==> config.mk <==
export PLATFORM = sky130hd
export DESIGN_NAME = sys_reset_sup
export DESIGN_NICKNAME = d
export VERILOG_FILES = /design/src/rtl/rstsup_pkg.sv /design/src/rtl/rstsup_sync.sv /design/src/rtl/rstsup_filter.sv /design/src/rtl/rstsup_stretch.sv /design/src/rtl/rstsup_lven.sv /design/src/rtl/sys_reset_sup.sv
export SDC_FILE = /design/constraint.sdc
export NUM_CORES = 1
export LEC_CHECK = 0
export ABC_AREA = 1
export BUFFER_PORTS_ARGS = -buffer_cell sky130_fd_sc_hd__buf_2
export CAP_MARGIN = 30
export CORE_AREA = 2 2 67 75
export CTS_CLUSTER_DIAMETER = 120
export DETAILED_ROUTE_END_ITERATION = 8
export DIE_AREA = 0 0 69 77
export GPL_TIMING_DRIVEN = 0
export PLACE_DENSITY = 0.8
export SLEW_MARGIN = 0
export SYNTH_ARGS = -nofsm -noshare
export SYNTH_HDL_FRONTEND = slang
export SYNTH_SLANG_ARGS = --single-unit
==> constraint.sdc <==
create_clock -name clk -period 3.1 [get_ports clk]
set_clock_uncertainty 0.05 [all_clocks]
set_input_delay 0.62 -clock clk [delete_from_list [all_inputs] [get_ports clk]]
set_output_delay 0.62 -clock clk [all_outputs]
set_load 0.02 [all_outputs]
==> src/rtl/rstsup_pkg.sv <==
package rstsup_pkg;

    // Qualified reset causes, one bit each
    typedef struct packed {
        logic ext;
        logic lv;
        logic wdt;
    } rst_src_t;

    // Held-reset state of the stretch stage
    typedef enum logic {
        HOLD_OFF = 1'b0,
        HOLD_ON  = 1'b1
    } hold_e;

    function automatic logic src_any(rst_src_t s);
        return s.ext | s.lv | s.wdt;
    endfunction

    // Bits needed for a counter reaching n-1
    function automatic int cnt_w(int n);
        return (n <= 2) ? 1 : $clog2(n);
    endfunction

endpackage

==> src/rtl/rstsup_sync.sv <==
module rstsup_sync #(
    parameter int STAGES = 2
) (
    input  logic clk,
    input  logic rst,
    input  logic d,
    output logic q
);
    logic [STAGES-1:0] sr;

    if (STAGES == 1) begin : g_one
        always_ff @(posedge clk) begin
            if (rst) sr <= '0;
            else     sr <= d;
        end
    end else begin : g_many
        always_ff @(posedge clk) begin
            if (rst) sr <= '0;
            else     sr <= {sr[STAGES-2:0], d};
        end
    end

    assign q = sr[STAGES-1];
endmodule

==> src/rtl/rstsup_filter.sv <==
module rstsup_filter #(
    parameter int HOLD = 8
) (
    input  logic clk,
    input  logic rst,
    input  logic d,
    output logic q
);
    localparam int W = rstsup_pkg::cnt_w(HOLD);
    localparam logic [W-1:0] LAST = W'(HOLD - 1);

    logic [W-1:0] cnt;

    // q rises once d has been high on HOLD consecutive edges; drops at once
    always_ff @(posedge clk) begin
        if (rst || !d) begin
            cnt <= '0;
            q   <= 1'b0;
        end else if (cnt == LAST) begin
            q   <= 1'b1;
        end else begin
            cnt <= cnt + 1'b1;
        end
    end
endmodule

==> src/rtl/rstsup_stretch.sv <==
module rstsup_stretch
    import rstsup_pkg::*;
#(
    parameter int CYC = 16
) (
    input  logic     clk,
    input  logic     por,
    input  rst_src_t src,
    output logic     hold_o
);
    localparam int W = cnt_w(CYC);
    localparam logic [W-1:0] LAST = W'(CYC - 1);

    hold_e          st;
    logic [W-1:0]   cnt;

    always_ff @(posedge clk) begin
        if (por || src_any(src)) begin
            st  <= HOLD_ON;
            cnt <= '0;
        end else if (st == HOLD_ON) begin
            if (cnt == LAST) begin
                st  <= HOLD_OFF;
                cnt <= '0;
            end else begin
                cnt <= cnt + 1'b1;
            end
        end
    end

    assign hold_o = (st == HOLD_ON);
endmodule

==> src/rtl/rstsup_lven.sv <==
module rstsup_lven (
    input  logic clk,
    input  logic por,
    input  logic we,
    input  logic wdata,
    output logic en_o
);
    // Only power-on and software writes touch the enable bit
    always_ff @(posedge clk) begin
        if (por)     en_o <= 1'b1;
        else if (we) en_o <= wdata;
    end
endmodule

==> src/rtl/sys_reset_sup.sv <==
module sys_reset_sup
    import rstsup_pkg::*;
#(
    parameter int SYNC_STAGES = 2,
    parameter int LV_FILT_CYC = 40,
    parameter int EXT_MIN_CYC = 40000,
    parameter int STRETCH_CYC = 400000
) (
    input  logic clk,
    input  logic por,
    input  logic ext_rst_n,
    input  logic lv_flag,
    input  logic wdt_ovf,
    input  logic lv_en_we,
    input  logic lv_en_wdata,
    output logic rst_o,
    output logic rst_n_o,
    output logic lv_en_o
);
    logic     ext_low_s, lv_s;
    logic     ext_q, lv_q;
    logic     hold;
    logic     src_active;
    rst_src_t src;

    rstsup_sync #(.STAGES(SYNC_STAGES)) u_sync_ext (
        .clk(clk), .rst(por), .d(~ext_rst_n), .q(ext_low_s)
    );
    rstsup_sync #(.STAGES(SYNC_STAGES)) u_sync_lv (
        .clk(clk), .rst(por), .d(lv_flag), .q(lv_s)
    );

    rstsup_filter #(.HOLD(EXT_MIN_CYC)) u_filt_ext (
        .clk(clk), .rst(por), .d(ext_low_s), .q(ext_q)
    );
    rstsup_filter #(.HOLD(LV_FILT_CYC)) u_filt_lv (
        .clk(clk), .rst(por), .d(lv_s), .q(lv_q)
    );

    rstsup_lven u_lven (
        .clk(clk), .por(por), .we(lv_en_we), .wdata(lv_en_wdata), .en_o(lv_en_o)
    );

    always_comb begin
        src.ext = ext_q;
        src.lv  = lv_q & lv_en_o;
        src.wdt = wdt_ovf;
    end

    assign src_active = src_any(src);

    rstsup_stretch #(.CYC(STRETCH_CYC)) u_stretch (
        .clk(clk), .por(por), .src(src), .hold_o(hold)
    );

    assign rst_o   = hold;
    assign rst_n_o = ~hold;
endmodule

==> results by group, run 1 <==
GRT
  – Total Routing Usage GR: 17.3%
  – Global-route wire length before repair: 7630 µm
  – Grt ovf: 0
  – Vias in the first global route: 1870
  – Largest net degree at the start of global routing: 19
  – Initial antenna violation count: 0

Yosys
  – Mean Syn Cell Area: 6.99 µm²
  – Synth warnings: 0
  – Sequential share of the synthesized area: 41.4%
  – Distinct cells, synth: 30
  – Syn Nets: 349
  – Number of synthesized register bits: 49
  – Yosys top cell by area: dfxtp_1
  – Dominant cells by area after synthesis: dfxtp_1 (41%), nand2_1 (10%), nor2_1 (8.7%), inv_1 (6.8%), nand3_1 (5.7%)
  – Post-Syn Instances: 339
  – Post-synth top area share: 41.4%
  – Synth Cell Area: 2370 µm²

Status
  – Status: complete, no violations

Place
  – Placed cell area: 2480 µm²
  – Dpl ws: 1.27 ns
  – Port Buffers: 9
  – Post-DP HPWL: 3200 µm
  – Routability cong.: 0.879
  – Placed cells: 404

Worst hold path
  – Min-delay worst type: flip-flop to flip-flop
  – HP Start: u_sync_lv.sr[0]

Worst setup path
  – Largest stage delay, worst path: around 0.32 ns
  – Setup CP Type: flip-flop to output port
  – Critical Path AT: 1.33 ns
  – Crit end category: output port
  – Reg-to-Reg Start: u_stretch.cnt[1]
  – CP max-delay cell: dfxtp_1
  – Critical Path Source Type: flip-flop
  – Crit path from: u_stretch.hold_o
  – CP Max Fanout: 10
  – Critical Path, Cell by Cell: clkbuf_2 -> inv_1 -> buf_2 -> buf_2
  – Worst Path Buf+Inv: 4
  – Crit path required time: 2.43 ns
  – Crit path top cell by count: buf_2
  – Top delay family on crit path: buffers and inverters

Clock network
  – CTS tree: yes
  – Clock transition at path regs: 0.10 ns
  – Sink Count: 49
  – Post-CTS setup buffers: 0
  – Num CTS Buffers: 5
  – Worst skew pair latency: ~0.31 ns
  – # resized after CTS: 0
  – CTS H-tree lvls: 2
  – Root cell of the clock tree: clkbuf_8
  – Clock buffer depth: 2
  – Hold buffers post-CTS: 0

Power and ir drop
  – Leakage dissipation: around 0.99 nW
  – Pwr Density: 411 nW/µm²
  – VDD IR max: 210 µV

STA
  – Setup TNS: 0 ns
  – Final setup margin: 1.10 ns
  – Max-slew headroom: about 80%
  – F_max: 500 MHz
  – Worst-margin pin slew: about 0.3 ns
  – RSZ-0062 raised after global routing: false
  – Final Hold Fails: 0
  – Max Transition Viols Final: 0
  – Setup violations, final: 0
  – Min Clock Period, post-route: around 2 ns
  – Crit share post-route: 64.5%

Die
  – Initial Util: a little over half
  – DIE AREA: 5310 µm²
  – Core box area: 4550 µm²
  – IO Count: 10
  – Die Width: 69 µm
  – Die height: 77 µm
  – Row cnt: 26

Finish
  – Post-route non-filler standard cell count: 412
  – Layout net count: 365
  – N_diodes: 0
  – Final instance area: 2580 µm²
  – Area Growth Syn to Fin: 8.98%
  – Fillers: approximately 420
  – Layout cells sized above 1: 11.2%
  – Area of the multi-input gates: about 1200 µm²
  – Storage element area: about 980 µm²
  – Final Core Density: 56.7%

Routing
  – Iter 0 DRT Violations: 150
  – # DRC: 0
  – Via density: 5.07
  – Routed WL per cell: 10.7 µm
  – DR vias: 2090
  – Final wirelength: 4390 µm
  – Antenna viol nets, final: 0
  – DRT Pass-1 Iters: 4

Run
  – MaxCap Viol Count: 0
Yosys cell counts:
cell type  count
and3_1         1
a21oi_1       22
ha_1           3
nand3b_1       1
nor2_2         5
nor3b_1        1
nor3_1         8
nor2_4         3
a21o_1         1
buf_4          1
nor2_1        55
nand3_1       27
xor2_1         6
or3_1          1
or2_2          3
nand3_2        2
o21ai_0       13
dfxtp_1       49
nand2_2        1
inv_1         43
buf_2          4
clkbuf_2       1
buf_6          1
or2_0          1
nand4_1       12
xnor2_1        4
nor4_1         1
inv_2          2
nand2_1       63
a31oi_1        4
worst min-delay path: cells and delay by family, from the launching register on:
kind                   cells  cell delay, ns
and+or+nand+nor            1            0.03
DFF                        1            0.31
buffers and inverters      1            0.04
layout by cell type (no fill, tap or decap), types with 2 or more instances in the layout:
| cell type | synthesis | layout |
|---|---|---|
| nand2_1 | 63 | 63 |
| nor2_1 | 55 | 55 |
| dfxtp_1 | 49 | 49 |
| inv_1 | 43 | 43 |
| nand3_1 | 27 | 27 |
| a21oi_1 | 22 | 22 |
| buf_2 | 4 | 13 |
| o21ai_0 | 13 | 13 |
| nand4_1 | 12 | 12 |
| nor3_1 | 8 | 8 |
| xor2_1 | 6 | 6 |
| nor2_2 | 5 | 5 |
| clkbuf_8 | 0 | 5 |
| a31oi_1 | 4 | 4 |
| xnor2_1 | 4 | 4 |
| or2_2 | 3 | 3 |
| nor2_4 | 3 | 3 |
| ha_1 | 3 | 3 |
| inv_2 | 2 | 2 |
| nand3_2 | 2 | 2 |
final timing paths:
kind	end	slack, ns	cells after the start
worst max-delay path	rst_n_o	1.10	4
worst max register to register	u_stretch.cnt[7]	1.51	8
worst min register to register	u_sync_lv.sr[1]	0.36	2
worst min-delay path	u_sync_lv.sr[1]	0.36	2
area by class of cell:
cell class	count	share of cell area, %
buffer	7	1.70
timing repair buffer	9	1.74
clock buffer	5	2.66
tap	56	2.71
multi-input combinational	238	45.5
inverter	45	6.54
sequential	49	38.0
clock inverter	3	1.11
power breakdown:
group / leakage [nW] / internal [W] / switching (W)
registers: 0.396 / 0.000634 / 0.00000317
clock network: 0.0506 / 0.000169 / 0.000230
logic: 0.541 / 0.00000931 / 0.0000168
total: 0.987 / 0.000812 / 0.000250
registers in the layout, summed over array words and instances (netlist names), 2 cells and up:
register,count
u_filt_lv.cnt,6
u_sync_lv.sr,2
u_sync_ext.sr,2
u_stretch.cnt,19
u_filt_ext.cnt,16
metal layers:
| metal | vias to the layer above | GRT usage (%) | wire length [µm] |
|---|---|---|---|
| met1 | 926 | 21.5 | 2110 |
| li1 | 1120 | - | - |
| met4 | 0 | 7.65 | 73 |
| met2 | 37 | 28.1 | 2040 |
| met5 | - | 0 | 0 |
| met3 | 7 | 4.60 | 173 |
per-stage QoR:
step                hold WS [ns]  total power, W
finish                     0.364         0.00106
global route               0.394         0.00111
CTS                        0.365         0.00108
detailed placement         0.350        0.000679
global placement           0.352        0.000678
floorplan                  0.338        0.000668
kinds of logic (layout without fill, tap and decap cells):
family | after synthesis | count (layout) | share of synthesized area, %
AOI/OAI and AO/OA | 40 | 40 | 8.76
buffers and inverters | 52 | 69 | 8.98
DFF | 49 | 49 | 41.4
and+or+nand+nor | 185 | 185 | 35.6
adders and majority gates | 3 | 3 | 1.58
xor gates and xnor gates | 10 | 10 | 3.70
No activity file was read; power rests on OpenSTA's default activity.
==> inputs of run 2 (changes only) <==
- PLACE_DENSITY: 0.8 -> 0.83
- clock period: 3.1 -> 1.75 ns (I/O delays scaled with it)
==> run 2 against run 1 <==
Against the previous run:
- setup slack got worse by 1.0 ns
- routed wire length rose by 10%
- global-route usage rose by 1.5 points
- first-iteration DRC count fell by 14%
- final cell count did not move
- non-clock buffer count did not move
- sequential power rose by 77%
- core utilization rose by 1.0 points
==> results by group, run 2 (synthesis gave the netlist of run 1 again) <==
Status
  – Status: complete, no violations

Worst hold path
  – Hold Path Cell Cnt: 2 (unchanged)
  – HP Start: ext_rst_n
  – Min-delay worst type: primary input to flip-flop

Place
  – Dpl ws: 0.140 ns (-1.13 ns)
  – Post-DP HPWL: 3460 µm (+8.2%)
  – Port Buffers: 9 (unchanged)
  – Placed cells: 404 (unchanged)
  – Routability cong.: 0.904 (+2.8%)

Die
  – Initial Util: 52.0% (unchanged)
  – IO Count: 10 (unchanged)
  – DIE AREA: 5310 µm² (unchanged)
  – Die height: 77 µm (unchanged)
  – Die Width: 69 µm (unchanged)
  – Row cnt: 26 (unchanged)
  – Core box area: 4550 µm² (unchanged)

Finish
  – Top reg by flops: u_stretch.cnt
  – Number of flip-flops in the largest register: 19 (unchanged)
  – Fillers: 439 (+5.0%)
  – Final Core Density: 57.7% (+1.0 points)
  – Post-route non-filler standard cell count: 412 (unchanged)
  – Storage element area: 981 µm² (unchanged)
  – Regs by FF count: u_stretch.cnt (19), u_filt_ext.cnt (16), u_filt_lv.cnt (6)
  – Commonest non-fill, non-tap cell in the layout: nand2_1
  – Area of the multi-input gates: 1180 µm² (+0.43%)
  – N_diodes: 0 (unchanged)
  – Layout net count: 365 (unchanged)
  – Most used cells in the layout excluding fill and tap cells: nand2_1 (63), nor2_1 (55), dfxtp_1 (49)
  – Layout cells sized above 1: 11.5% (+0.28 points)
  – Area Growth Syn to Fin: 11.0%

Clock network
  – Root cell of the clock tree: clkbuf_8
  – Sink Count: 49 (unchanged)
  – Clock buffer depth: 2 (unchanged)
  – Worst skew pair latency: 0.30 ns (about the same)
  – Post-CTS setup buffers: 0 (unchanged)
  – Clock transition at path regs: 0.10 ns (about the same)
  – Num CTS Buffers: 5 (unchanged)
  – CTS H-tree lvls: 2 (unchanged)
  – CTS tree: yes
  – Hold buffers post-CTS: 0 (unchanged)

Run
  – MaxCap Viol Count: 0 (unchanged)

GRT
  – Grt ovf: 0 (unchanged)
  – Global-route wire length before repair: 8400 µm (+10%)
  – Largest net degree at the start of global routing: 17 (-2)
  – Vias in the first global route: 2043 (+9.3%)
  – Total Routing Usage GR: 18.8% (+1.5 points)
  – Initial antenna violation count: 0 (unchanged)

STA
  – Max-slew headroom: 72.7% (-7.2 points)
  – Setup TNS: 0 ns (unchanged)
  – Final Hold Fails: 0 (unchanged)
  – Worst-margin pin slew: 0.406 ns (+0.107 ns)
  – Min Clock Period, post-route: 1.67 ns
  – RSZ-0062 raised after global routing: false
  – Crit share post-route: 95.4%
  – Setup violations, final: 0 (unchanged)
  – Max Transition Viols Final: 0 (unchanged)
  – F_max: 599 MHz
  – Final setup margin: 0.0812 ns (-1.02 ns)

Worst setup path
  – Critical Path, Cell by Cell: buf_2 -> inv_1 -> clkbuf_4 -> buf_2
  – Crit path required time: 1.35 ns (-1.08 ns)
  – Critical Path AT: 1.27 ns (-0.06 ns)
  – Setup CP Type: flip-flop to output port
  – FF-to-FF setup slack: 0.15 ns (-1.36 ns)
  – Crit path top cell by count: buf_2
  – Reg-to-Reg Start: u_stretch.cnt[1]
  – Largest stage delay, worst path: 0.33 ns (about the same)
  – Crit end category: output port
  – CP Max Fanout: 10 (unchanged)
  – Crit path from: u_stretch.hold_o
  – Reg2reg path depth: 8 (unchanged)
  – CP max-delay cell: dfxtp_1
  – Critical Path Source Type: flip-flop

Routing
  – Final wirelength: 4850 µm (+10%)
  – Antenna viol nets, final: 0 (unchanged)
  – Iter 0 DRT Violations: 129 (-14%)
  – Via density: 5.21 (+2.8%)
  – DR vias: 2148 (+2.8%)
  – DRT Pass-1 Iters: 4 (unchanged)
  – # DRC: 0 (unchanged)
  – Routed WL per cell: 11.8 µm (+10%)

Power and ir drop
  – Leakage dissipation: 1.00 nW (+1.6%)
  – Pwr Density: 814 nW/µm² (+98%)
  – VDD IR max: 557 µV (+160%)
  – Post-route total power: 0.00214 W (+100%)
## run 2: cell count changes in the layout (fill, tap and decap cells not counted)
cell,before,now
bufinv_16,0,2
clkbuf_2,1,0
clkbuf_4,0,1
clkinv_4,1,0
nand3_2,2,3
inv_8,1,0
nand3_1,27,26
## run 2: area by class of cell
type,instances,area share [%]
flip-flops and latches,49,37.3
clock buffers,5,2.62
inverters,45,6.42
multi-input cells,238,44.9
clock inverters,3,2.62
well taps,56,2.66
plain buffers,7,1.76
repair buffers,9,1.71
## run 2: worst paths after layout
| kind | to |
|---|---|
| setup / recovery | rst_n_o |
| hold / removal | u_sync_ext.sr[0] |
| setup reg to reg | u_stretch.cnt[7] |
| hold reg to reg | u_sync_lv.sr[1] |
## run 2: layer usage
metal | vias to the layer above | track usage (%) | wire [µm]
li1 | 1123 | - | -
met1 | 976 | 23.1 | 2200
met2 | 39 | 32.0 | 2400
met3 | 10 | 3.81 | 171
met4 | 0 | 7.45 | 73
met5 | - | 0 | 0
## run 2: per-stage QoR
stage	hold WS, ns	cell area [µm²]
floorplan	0.338	2370
global placement	0.347	2480
detailed placement	0.343	2480
CTS	0.134	2620
global route	0.138	2630
finish	0.141	2630
## run 2: repair_timing
item | CTS | global route
resized for setup | 0 | 3
endpoints found under the hold margin | 0 | 0
endpoints found under the setup margin | 0 | 6
## run 2: power by group
group | switching (W) | leakage [nW] | internal, W
logic | 0.0000310 | 0.538 | 0.0000166
clock network | 0.000390 | 0.0687 | 0.000575
registers | 0.00000564 | 0.396 | 0.00112
## run 2: worst max-delay path: cells and delay by family (launching register included)
| kind | cells | cell delay [ns] |
|---|---|---|
| flops | 1 | 0.33 |
| buf+inv | 4 | 0.63 |
==> inputs of run 3 (changes only) <==
- GPL_TIMING_DRIVEN: 0 -> not set
==> run 3 against run 2 <==
Against the previous run:
- clock power decreased by 27%
- sequential cell count unchanged
- core utilization decreased by 1.4 points
- sequential power about the same
- critical endpoint unchanged
- largest cell class unchanged
- first-iteration DRC count decreased by 28%
- power decreased by 12%
- clock-buffer cell count unchanged
- non-clock buffer count decreased by 3
- critical path type unchanged
- global-route usage decreased by 1.4 points
==> results by group, run 3 (synthesis gave the netlist of run 1 again) <==
Worst setup path
  – CP Max Fanout: 11 (+1)
  – Top delay family on crit path: buffers and inverters
  – Critical Path AT: 1.13 ns (-0.14 ns)
  – Critical Path Source Type: flip-flop
  – Crit path to: rst_n_o
  – Worst Path Buf+Inv: 2 (-2)
  – Crit path required time: 1.35 ns (about the same)
  – Reg2reg path depth: 8 (unchanged)
  – FF-to-FF setup slack: 0.23 ns (+0.08 ns)
  – Crit path from: u_stretch.hold_o
  – Critical Path, Cell by Cell: inv_1 -> buf_2
  – Worst r2r dst: u_stretch.cnt[7]
  – Largest stage delay, worst path: 0.33 ns (about the same)
  – Crit end category: output port
  – Critical path depth: 2 (-2)
  – Setup CP Type: flip-flop to output port
  – CP max-delay cell: dfxtp_1
  – Reg-to-Reg Start: u_stretch.cnt[1]

Finish
  – Most used cells in the layout excluding fill and tap cells: nand2_1 (63), nor2_1 (55), dfxtp_1 (49)
  – Layout cells sized above 1: 10.5% (-1.0 points)
  – Number of flip-flops in the largest register: 19 (unchanged)
  – Commonest non-fill, non-tap cell in the layout: nand2_1
  – Layout net count: 362 (-0.82%)
  – N_diodes: 0 (unchanged)
  – Top reg by flops: u_stretch.cnt
  – Regs by FF count: u_stretch.cnt (19), u_filt_ext.cnt (16), u_filt_lv.cnt (6)
  – Area Growth Syn to Fin: 8.24%

Clock network
  – # resized after CTS: 0 (unchanged)
  – Worst skew pair latency: 0.31 ns (about the same)
  – Sink Count: 49 (unchanged)
  – CTS tree: yes
  – CTS H-tree lvls: 2 (unchanged)
  – Root cell of the clock tree: clkbuf_8
  – Post-CTS setup buffers: 0 (unchanged)
  – Clock buffer depth: 2 (unchanged)
  – Hold buffers post-CTS: 0 (unchanged)
  – Num CTS Buffers: 5 (unchanged)
  – Clock transition at path regs: 0.10 ns (about the same)

Die
  – Row cnt: 26 (unchanged)
  – Core box area: 4550 µm² (unchanged)
  – Die height: 77 µm (unchanged)
  – DIE AREA: 5310 µm² (unchanged)
  – IO Count: 10 (unchanged)
  – Die Width: 69 µm (unchanged)
  – Initial Util: 52.0% (unchanged)

Routing
  – Antenna viol nets, final: 0 (unchanged)
  – Via density: 5.16 (-0.95%)
  – DR vias: 2112 (-1.7%)
  – Iter 0 DRT Violations: 93 (-28%)
  – # DRC: 0 (unchanged)
  – Routed WL per cell: 10.7 µm (-8.8%)
  – Final wirelength: 4390 µm (-9.5%)
  – DRT Pass-1 Iters: 4 (unchanged)

STA
  – RSZ-0062 raised after global routing: false
  – Fin Hold WS: 0.131 ns (-0.0100 ns)
  – Min Clock Period, post-route: 1.53 ns (-0.134 ns)
  – Setup TNS: 0 ns (unchanged)
  – Setup violations, final: 0 (unchanged)
  – Max-slew headroom: 73.3% (+0.64 points)
  – Crit share post-route: 87.7% (-7.6 points)
  – Max Transition Viols Final: 0 (unchanged)
  – Worst-margin pin slew: 0.399 ns (-0.00747 ns)
  – Final Hold Fails: 0 (unchanged)
  – F_max: 651 MHz (+8.7%)

GRT
  – Initial antenna violation count: 0 (unchanged)
  – Total Routing Usage GR: 17.4% (-1.4 points)
  – Largest net degree at the start of global routing: 18 (+1)
  – Vias in the first global route: 1984 (-2.9%)
  – Grt ovf: 0 (unchanged)
  – Global-route wire length before repair: 7890 µm (-6.1%)

Status
  – Status: complete, no violations

Power and ir drop
  – VDD IR max: 304 µV (-45%)
  – Leakage dissipation: 0.970 nW (-3.4%)
  – Pwr Density: 732 nW/µm² (-10%)

Run
  – MaxCap Viol Count: 0 (unchanged)

Place
  – Routability cong.: 0.844 (-6.6%)
  – Port Buffers: 9 (unchanged)
  – Post-DP HPWL: 3340 µm (-3.7%)

Worst hold path
  – Min-delay worst type: primary input to flip-flop
[run 3: cell count changes in the layout (fill, tap and decap cells not counted), sizes merged]
cell / delta
clkinv: +1
bufinv: -2
clkbuf: -1
buf: -2
clkinvlp: +1
[run 3: worst min-delay path by stage]
stage,startpoint,end,slack (ns),depth (start not counted)
after floorplan,u_sync_ext.sr[0],u_sync_ext.sr[1],0.34,2
after global placement,u_sync_lv.sr[0],u_sync_lv.sr[1],0.35,2
after detailed placement,u_sync_ext.sr[0],u_sync_ext.sr[1],0.35,2
after CTS,ext_rst_n,u_sync_ext.sr[0],0.13,2
after global routing,ext_rst_n,u_sync_ext.sr[0],0.13,2
final,ext_rst_n,u_sync_ext.sr[0],0.13,2
[run 3: worst register-to-register path, stage by stage, from the launching register on]
cell and delay (ns):
dfxtp_1 0.38, ha_1 0.21, nand3_1 0.09, nor2_1 0.13, nand3_1 0.18, nor2_1 0.15
nor2_2 0.08, inv_1 0.10, nor2_1 0.05
[run 3: per-layer routing]
| metal | track usage, % | up-vias | routed length [µm] |
|---|---|---|---|
| met4 | 6.27 | 0 | 40 |
| met3 | 4.47 | 6 | 200 |
| li1 | - | 1110 | - |
| met2 | 30.6 | 40 | 2150 |
| met5 | 0 | - | 0 |
| met1 | 20.3 | 956 | 2000 |
[run 3: layout make-up]
cell class	count	area, µm²
clock buffer	5	68.8
multi-input combinational	238	1180
sequential	49	981
clock inverter	3	25.0
fill	433	1990
tap	56	70.1
inverter	45	169
timing repair buffer	13	75.1
[run 3: metrics by stage]
stage	setup WS, ns	cell area (µm²)	instances	utilization [%]	total power, W
3_3_place_gp	0.297	2470	401	54.3	0.00120
6_report	0.215	2560	409	56.3	0.00188
4_1_cts	0.206	2560	409	56.3	0.00190
3_5_place_dp	0.231	2470	401	54.3	0.00120
5_1_grt	0.0301	2560	409	56.3	0.00194
2_1_floorplan	0.411	2370	339	-	0.00118
[run 3: report_power, final]
group / switching, W / leakage, nW / internal, W
Clock: 0.000415 / 0.0447 / 0.000289
Combinational: 0.0000288 / 0.529 / 0.0000169
Sequential: 0.00000514 / 0.396 / 0.00112
Total: 0.000449 / 0.970 / 0.00143
